## config.mk

```make
export PLATFORM = sky130hd
export DESIGN_NAME = pwm_fault_ctrl
export DESIGN_NICKNAME = d
export VERILOG_FILES = /design/src/rtl/pwm_fault_pkg.sv /design/src/rtl/fault_sync.sv /design/src/rtl/gpio_edge_detect.sv /design/src/rtl/fault_regs.sv /design/src/rtl/shutdown_latch.sv /design/src/rtl/pwm_fault_ctrl.sv
export SDC_FILE = /design/constraint.sdc
export NUM_CORES = 1
export LEC_CHECK = 0
export BUFFER_PORTS_ARGS = -buffer_cell sky130_fd_sc_hd__buf_4
export CORE_MARGIN = 2
export CORE_UTILIZATION = 30
export DETAILED_ROUTE_END_ITERATION = 10
export GPL_TIMING_DRIVEN = 0
export PLACE_DENSITY = 0.5
export SKIP_LAST_GASP = 1
export SYNTH_ARGS = -nofsm -noshare
export SYNTH_HDL_FRONTEND = slang
export SYNTH_SLANG_ARGS = --single-unit
```

## constraint.sdc

```tcl
create_clock -name clk -period 4.45 [get_ports clk]
set_clock_uncertainty 0.15 [all_clocks]
set_input_delay 0.2225 -clock clk [delete_from_list [all_inputs] [get_ports clk]]
set_output_delay 0.2225 -clock clk [all_outputs]
set_load 0.01 [all_outputs]
```

## src/rtl/pwm_fault_pkg.sv

```systemverilog
package pwm_fault_pkg;
  localparam int unsigned NUM_LINES = 12;
  localparam int unsigned DATA_W    = 16;
  localparam int unsigned ADDR_W    = 2;

  typedef enum logic [ADDR_W-1:0] {
    ADDR_STATUS = 2'd0,
    ADDR_MASK   = 2'd1,
    ADDR_SWTRIP = 2'd2,
    ADDR_CTRL   = 2'd3
  } reg_addr_e;

  localparam int unsigned STAT_TRIP_BIT  = 0;
  localparam int unsigned STAT_LATCH_BIT = 1;
  localparam int unsigned CTRL_REEN_BIT  = 0;
endpackage

```

## src/rtl/fault_sync.sv

```systemverilog
module fault_sync #(
  parameter int unsigned WIDTH   = 1,
  parameter logic [WIDTH-1:0] RST_VAL = '0
) (
  input  logic             clk,
  input  logic             rst_n,
  input  logic [WIDTH-1:0] d,
  output logic [WIDTH-1:0] q
);
  logic [WIDTH-1:0] stage1_q;
  logic [WIDTH-1:0] stage2_q;

  always_ff @(posedge clk or negedge rst_n) begin
    if (!rst_n) begin
      stage1_q <= RST_VAL;
      stage2_q <= RST_VAL;
    end else begin
      stage1_q <= d;
      stage2_q <= stage1_q;
    end
  end

  assign q = stage2_q;
endmodule

```

## src/rtl/gpio_edge_detect.sv

```systemverilog
module gpio_edge_detect #(
  parameter int unsigned N = 12
) (
  input  logic         clk,
  input  logic         rst_n,
  input  logic [N-1:0] lines,
  input  logic [N-1:0] enable,
  output logic         fall_any,
  output logic         low_any
);
  logic [N-1:0] prev_q;
  logic [N-1:0] prev_d;
  logic [N-1:0] fall_vec;
  logic [N-1:0] low_vec;

  always_comb begin
    prev_d = lines;
  end

  always_ff @(posedge clk or negedge rst_n) begin
    if (!rst_n) prev_q <= '0;
    else        prev_q <= prev_d;
  end

  for (genvar i = 0; i < N; i++) begin : g_line
    assign fall_vec[i] = enable[i] & prev_q[i] & ~lines[i];
    assign low_vec[i]  = enable[i] & ~lines[i];
  end

  assign fall_any = |fall_vec;
  assign low_any  = |low_vec;
endmodule

```

## src/rtl/fault_regs.sv

```systemverilog
module fault_regs
  import pwm_fault_pkg::*;
#(
  parameter int unsigned N  = NUM_LINES,
  parameter int unsigned DW = DATA_W,
  parameter int unsigned AW = ADDR_W
) (
  input  logic          clk,
  input  logic          rst_n,
  input  logic          wr,
  input  logic          rd,
  input  logic [AW-1:0] addr,
  input  logic [DW-1:0] wdata,
  input  logic          trip_level,
  input  logic          latch_state,
  output logic [DW-1:0] rdata,
  output logic [N-1:0]  mask,
  output logic          sw_trip,
  output logic          reen_req
);
  logic [N-1:0]  mask_q,  mask_d;
  logic          flag_q,  flag_d;
  logic [DW-1:0] rdata_q, rdata_d;
  logic          mask_we, flag_set, flag_clr;
  logic [DW-1:0] status_word;
  logic [DW-1:0] mask_word;
  logic [DW-1:0] flag_word;

  assign mask_we  = wr && (addr == ADDR_MASK);
  assign flag_set = wr && (addr == ADDR_SWTRIP);
  assign flag_clr = rd && (addr == ADDR_SWTRIP);

  always_comb begin
    status_word = '0;
    status_word[STAT_TRIP_BIT]  = trip_level;
    status_word[STAT_LATCH_BIT] = latch_state;
    mask_word = '0;
    mask_word[N-1:0] = mask_q;
    flag_word = '0;
    flag_word[0] = flag_q;
  end

  always_comb begin
    mask_d = mask_q;
    if (mask_we) mask_d = wdata[N-1:0];

    flag_d = flag_q;
    if (flag_set)      flag_d = 1'b1;
    else if (flag_clr) flag_d = 1'b0;

    rdata_d = '0;
    if (rd) begin
      case (addr)
        ADDR_STATUS: rdata_d = status_word;
        ADDR_MASK:   rdata_d = mask_word;
        ADDR_SWTRIP: rdata_d = flag_word;
        default:     rdata_d = '0;
      endcase
    end
  end

  always_ff @(posedge clk or negedge rst_n) begin
    if (!rst_n) begin
      mask_q  <= '1;
      flag_q  <= 1'b0;
      rdata_q <= '0;
    end else begin
      mask_q  <= mask_d;
      flag_q  <= flag_d;
      rdata_q <= rdata_d;
    end
  end

  assign rdata    = rdata_q;
  assign mask     = mask_q;
  assign sw_trip  = flag_set;
  assign reen_req = wr && (addr == ADDR_CTRL) && wdata[CTRL_REEN_BIT];
endmodule

```

## src/rtl/shutdown_latch.sv

```systemverilog
module shutdown_latch (
  input  logic clk,
  input  logic rst_n,
  input  logic set_sw,
  input  logic set_pin,
  input  logic set_line,
  input  logic fault_active,
  input  logic reen_req,
  output logic latched
);
  logic latch_q, latch_d;
  logic any_set, clear_ok;

  assign any_set  = set_sw | set_pin | set_line;
  assign clear_ok = reen_req & ~fault_active & ~any_set;

  always_comb begin
    latch_d = latch_q;
    if (any_set)       latch_d = 1'b1;
    else if (clear_ok) latch_d = 1'b0;
  end

  always_ff @(posedge clk or negedge rst_n) begin
    if (!rst_n) latch_q <= 1'b1;
    else        latch_q <= latch_d;
  end

  assign latched = latch_q;
endmodule

```

## src/rtl/pwm_fault_ctrl.sv

```systemverilog
module pwm_fault_ctrl
  import pwm_fault_pkg::*;
(
  input  logic                 clk,
  input  logic                 rst_n,
  input  logic                 trip_n,
  input  logic [NUM_LINES-1:0] gpio_in,
  input  logic                 reg_wr,
  input  logic                 reg_rd,
  input  logic [ADDR_W-1:0]    reg_addr,
  input  logic [DATA_W-1:0]    reg_wdata,
  output logic [DATA_W-1:0]    reg_rdata,
  input  logic                 sync_in,
  output logic                 sync_out,
  output logic                 sync_irq,
  output logic                 shutdown
);
  localparam int unsigned SYNC_W = NUM_LINES + 1;

  logic [1:0]           rst_pipe_q;
  logic                 rst_int_n;
  logic [SYNC_W-1:0]    raw_in;
  logic [SYNC_W-1:0]    synced;
  logic                 trip_sync;
  logic [NUM_LINES-1:0] lines_sync;
  logic [NUM_LINES-1:0] mask;
  logic                 line_fall, line_low;
  logic                 sw_trip, reen_req;
  logic                 latched;
  logic                 irq_q, irq_d;

  always_ff @(posedge clk or negedge rst_n) begin
    if (!rst_n) rst_pipe_q <= 2'b00;
    else        rst_pipe_q <= {rst_pipe_q[0], 1'b1};
  end
  assign rst_int_n = rst_pipe_q[1];

  assign raw_in = {trip_n, gpio_in};

  fault_sync #(.WIDTH(SYNC_W), .RST_VAL('0)) u_sync (
    .clk   (clk),
    .rst_n (rst_int_n),
    .d     (raw_in),
    .q     (synced)
  );
  assign trip_sync  = synced[SYNC_W-1];
  assign lines_sync = synced[NUM_LINES-1:0];

  gpio_edge_detect #(.N(NUM_LINES)) u_edge (
    .clk      (clk),
    .rst_n    (rst_int_n),
    .lines    (lines_sync),
    .enable   (mask),
    .fall_any (line_fall),
    .low_any  (line_low)
  );

  fault_regs #(.N(NUM_LINES), .DW(DATA_W), .AW(ADDR_W)) u_regs (
    .clk         (clk),
    .rst_n       (rst_int_n),
    .wr          (reg_wr),
    .rd          (reg_rd),
    .addr        (reg_addr),
    .wdata       (reg_wdata),
    .trip_level  (trip_sync),
    .latch_state (latched),
    .rdata       (reg_rdata),
    .mask        (mask),
    .sw_trip     (sw_trip),
    .reen_req    (reen_req)
  );

  shutdown_latch u_latch (
    .clk          (clk),
    .rst_n        (rst_int_n),
    .set_sw       (sw_trip),
    .set_pin      (~trip_sync),
    .set_line     (line_fall),
    .fault_active (~trip_sync | line_low),
    .reen_req     (reen_req),
    .latched      (latched)
  );

  // Asynchronous path: the pin level forces shutdown without a clock.
  assign shutdown = latched | ~trip_n;
  assign sync_out = sync_in & ~shutdown;

  always_comb irq_d = sync_in & ~shutdown;

  always_ff @(posedge clk or negedge rst_int_n) begin
    if (!rst_int_n) irq_q <= 1'b0;
    else            irq_q <= irq_d;
  end
  assign sync_irq = irq_q;
endmodule

```

* Yosys cells after proc, flatten, opt, wreduce, memory -nomap -nowiden *
Cells that the tools add are included.

storage, ports and cells
  register bits = 71
  input port bits = 36
  word-level logic and storage cells = 88

cells by class
  equal/unequal tests = 3
  multiplexer cells = 6
  bitwise operators = 60
  reduce and logical (&&, ||, !) cells = 10

operators with widths
  operator                                              number
  bitwise AND 1 bit                                     39
  case mux 12 bit (3 select lines)                      1
  OR reduction 12 bit                                   2
  NOT 1 bit                                             17
  two-way mux 16 bit                                    1
  logical AND 1 bit                                     5
  equality test 2 bit (second input constant)           2
  two-way mux 1 bit                                     4
  bitwise OR 1 bit                                      4
  nonzero test 2 bit                                    2
  equality test 2 x 1 -> 1 bit (second input constant)  1
  zero test 2 bit                                       1

* Logic depth before layout (Yosys ltp) *
  depth in word-level cells = 9
  mapped depth = 4

* Hierarchy *
A second synthesis with hierarchy kept.

unflattened totals
  cell total of the unflattened synthesis = 150
  area, all modules = 2364.8 um^2

by module, submodules not included
  module            instances  cells an instance  area each (um^2)
  fault_regs        1          69                 1047.3
  fault_sync        1          26                 650.6
  gpio_edge_detect  1          44                 519.2
  pwm_fault_ctrl    1          8                  103.8
  shutdown_latch    1          3                  43.8

* Least setup slack after synthesis *
No wires, ideal clock.

  path kind = reg2reg
  start point = register u_regs.mask_q[9] (netlist: u_regs.mask[9])
  end point = register u_latch.latch_q (netlist: u_latch.latched)
  setup time = 82 ps
  arrival time = 1120 ps
  setup slack = 3098 ps
  stages on the path, launching flop included = 5
  path buffers = 0
  period minus slack after synthesis = 1352 ps
  cell sequence = dfstp_2 nor2b_1 nor4_1 nand4_1 a211o_1

between the ends
  longest elaborated chain between the ends = 7

RTL lines
  item                                                      RTL line                                        RTL
  start: declaration                                        fault_regs.sv:21                                logic [N-1:0] mask_q, mask_d;
  start signal: assignment                                  fault_regs.sv:68                                mask_q <= mask_d;
  bitwise AND 1 bit, on equally long branches               gpio_edge_detect.sv:27, gpio_edge_detect.sv:26
  OR reduction 12 bit or bitwise AND 1 bit (tied branches)  gpio_edge_detect.sv:31, gpio_edge_detect.sv:26
  bitwise OR 1 bit or OR reduction 12 bit (tied branches)   pwm_fault_ctrl.sv:79, gpio_edge_detect.sv:30
  NOT 1 bit or bitwise OR 1 bit (tied branches)             shutdown_latch.sv:15, shutdown_latch.sv:14
  bitwise AND 1 bit or NOT 1 bit (tied branches)            shutdown_latch.sv:15                            assign clear_ok = reen_req & ~fault_active & ~any_set;
  bitwise AND 1 bit                                         shutdown_latch.sv:15
  nonzero test 2 bit (no line)                              -
  end signal: assignment                                    shutdown_latch.sv:25                            else latch_q <= latch_d;
  end: declaration                                          shutdown_latch.sv:11                            logic latch_q, latch_d;

Parallel ways exist; a longest one is shown, timed or not.
A chain may end at the register's enable or synchronous reset.

* Worst setup path in the final report *
  start point = register u_latch.latch_q (netlist: u_latch.latched)
  end point = output port sync_out

between the ends
  longest elaborated chain between the ends = 3

RTL lines
  item               RTL line              RTL
  bitwise OR 1 bit   pwm_fault_ctrl.sv:85  assign shutdown = latched | ~trip_n;
  NOT 1 bit          pwm_fault_ctrl.sv:86  assign sync_out = sync_in & ~shutdown;
  bitwise AND 1 bit  pwm_fault_ctrl.sv:86
  end: declaration   pwm_fault_ctrl.sv:14  output logic sync_out,

No other way between the ends.

==> results.toml <==
[status]
status = "finished clean"

[grt]
antenna_found_initial = 0
grt_overflow = 0
grt_start_max_net_pins = 66
grt_pass1_vias = 1395
grt_pass1_wl_um = 6624
grt_use_total_pct = 10.78

[clocking]
worstSkewPairLatency_ns = 0.33
cts_resized = 0
post_cts_buffers = 0
postCtsHoldBufs = 31
cts_tree = "built"
clockBufferDepth = 2
cts.clk_slew.worst_paths_ns = 0.07
cts_root_buffer = "clkbuf_8"
cts_num_sinks = 67
htreeDepth = 3
cts_buffers = 9

[timing]
totalNegativeSetupSlack_ns = 0
hold_viol_final = 0
period_minus_slack_ns = 1.595
worst_pin_slew_ns = 0.8020
max_freq_ghz = 0.6269
finalMaxSlewViolations = 0
slew_headroom_pct = 46.53
rsz0062_at_grt = "false"
post-route-period-util_pct = 35.84
setup_violations = 0

[layout]
num_antenna_cells = 0
area_delta_synth_final_pct = 44.87
drive_gt1_share_pct = 39.41
design_area_um2 = 3268
nNetsFinal = 267

[routing]
totalWireLength_um = 3949
vias = 1297
final_antenna_net_count = 0
wl_per_cell_um = 11.79
detail_route.vias_per_cell = 3.872
drt_pre_antenna_iters = 4
initialDrtViolationCount = 52
drc = 0

[synth]
yosys.area.top_type = "dfrtp_1"
seq_area_frac_synth_pct = 75.04
synth_top_area_share_pct = 59.90
synth_edf_count = 0
ys_seq_elements = 67
synth_common_cells = "dfrtp_1 (54), dfstp_2 (13), and2_1 (11), nor2b_1 (11), mux2_4 (10)"
synth_warnings = 0
synth.area.top_cells = "dfrtp_1 (60%), dfstp_2 (15%), mux2_4 (6.7%)"
syn_area_per_cell_um2 = 16.11
synth_cells = 140
synth.most_common_cell = "dfrtp_1"
netlist_area_um2 = 2256
yosys_most_used_dff = "dfrtp_1"
synth_cell_types = 27
synthArstFlopShare_pct = 100.0

[pwr]
ir_drop_mv = 0.2343
clkPwrFrac_pct = 39.1
comb_power_share_pct = 9.5
switching_share_pct = 21.77
p_seq_share_pct = 51.4
p_switching_mw = 0.2999
p_total_mw = 1.377
power.leakage_nw = 1.537
powerDensity_nw_per_um2 = 421.4
p_int_mw = 1.077

[placed_design]
place.gp.congestion = 0.8457
io_buffers = 46
placedInstanceArea_um2 = 2740
hpwl_um = 2594

[critical_path]
cp_max_fo = 3
required_ns = 4.08
criticalPathCategory = "flip-flop to output pin"
cp-end-kind = "output pin"
arrival_ns = 1.22
crit_path_start_kind = "flip-flop"
reg2reg_depth = 3

[floorplan]
die_w_um = 90.72
initial_core_util_pct = 31.10
rows = 31
die_h_um = 90.72
fp.coreArea_um2 = 7253
die_area_um2 = 8229
io_pins = 55

[flow_run]
drv_cap = 0

[hold_path]
hp-class = "input pin to async pin"
per-stage QoR:
stage | setup WS, ns | util, % | instances | hold slack, ns
CTS | 2.825 | 45.06 | 335 | 0.02774
detailed placement | 2.920 | 37.78 | 288 | -0.1439
floorplan | 2.319 | - | 143 | -0.2231
finish | 2.855 | 45.06 | 335 | 0.06119
global placement | 1.560 | 37.73 | 288 | -0.1439
global route | 2.788 | 45.06 | 335 | 0.06038
power by group through the flow:
stage / Sequential [mW] / Combinational [mW] / Clock, mW
2_1_floorplan: 0.707 / 0.0682 / 0
4_1_cts: 0.709 / 0.132 / 0.559
6_report: 0.708 / 0.131 / 0.538
5_1_grt: 0.717 / 0.143 / 0.583
3_5_place_dp: 0.720 / 0.111 / 0
3_3_place_gp: 0.719 / 0.110 / 0
layout make-up:
type,count,area (um^2)
Clock buffer,10,127.6
Fill cell,666,3985
Buffer,6,45.04
Timing Repair Buffer,77,655.6
Inverter,2,7.507
Multi-Input combinational cell,68,521.8
Sequential cell,67,1697
Clock inverter,6,90.09
Tap cell,99,123.9
logic make-up after synthesis:
kind of cell | synth area share, %
compound gates | 3.272
buf+inv | 2.329
flops | 75.04
mux | 8.541
other cells | 0.3329
simple gates | 10.48
layer usage:
layer  track usage (%)  vias to the layer above  part of all wire [%]
met5                 0                        -                     0
met4             6.026                        0                   2.1
met3             4.841                        7                   4.9
met2             16.67                       39                    50
met1             12.41                      610                    43
li1                  -                      641                     -
cells in the final DEF (no fill, tap or decap), types with 2 or more instances in the layout:
master          n
mux2_4         10
dfrtp_1        53
nand2_1         5
dfstp_2        13
nor4_1          3
bufinv_16       2
inv_1           2
clkinv_4        2
a22oi_1         5
nand4_1         3
clkbuf_8        9
nor2b_1        11
mux2i_1         2
buf_4          50
and2_1         11
conb_1          5
mux2_2          2
dlygate4sd3_1  31
clkbuf_1        2
flip-flops by register name, indices dropped and copies added, names as in the netlist:
register and flops:
u_sync.stage1_q 13, u_regs.rdata 12, u_edge.prev_q 12, u_sync.q 13, u_regs.mask 12, rst_pipe_q 2, u_latch.latched 1, u_regs.flag_q 1
sync_irq 1
worst paths after layout:
kind,from,endpoint,slack (ns)
setup / recovery,u_latch.latched,sync_out,2.85
hold / removal,rst_n,rst_pipe_q[1],0.06
setup reg to reg,u_latch.latched,u_regs.rdata[1],2.89
hold reg to reg,u_sync.stage1_q[8],u_sync.q[8],0.19
max in group asynchronous,rst_pipe_q[1],u_edge.prev_q[9],3.36
min in group clk,u_sync.stage1_q[8],u_sync.q[8],0.19
critical path, stage by stage, from the launching register on:
cell      delay [ns]
dfstp_2         0.56
nand2b_1        0.14
nor2_1          0.06
buf_4           0.14
No activity file was read; power rests on OpenSTA's default activity.
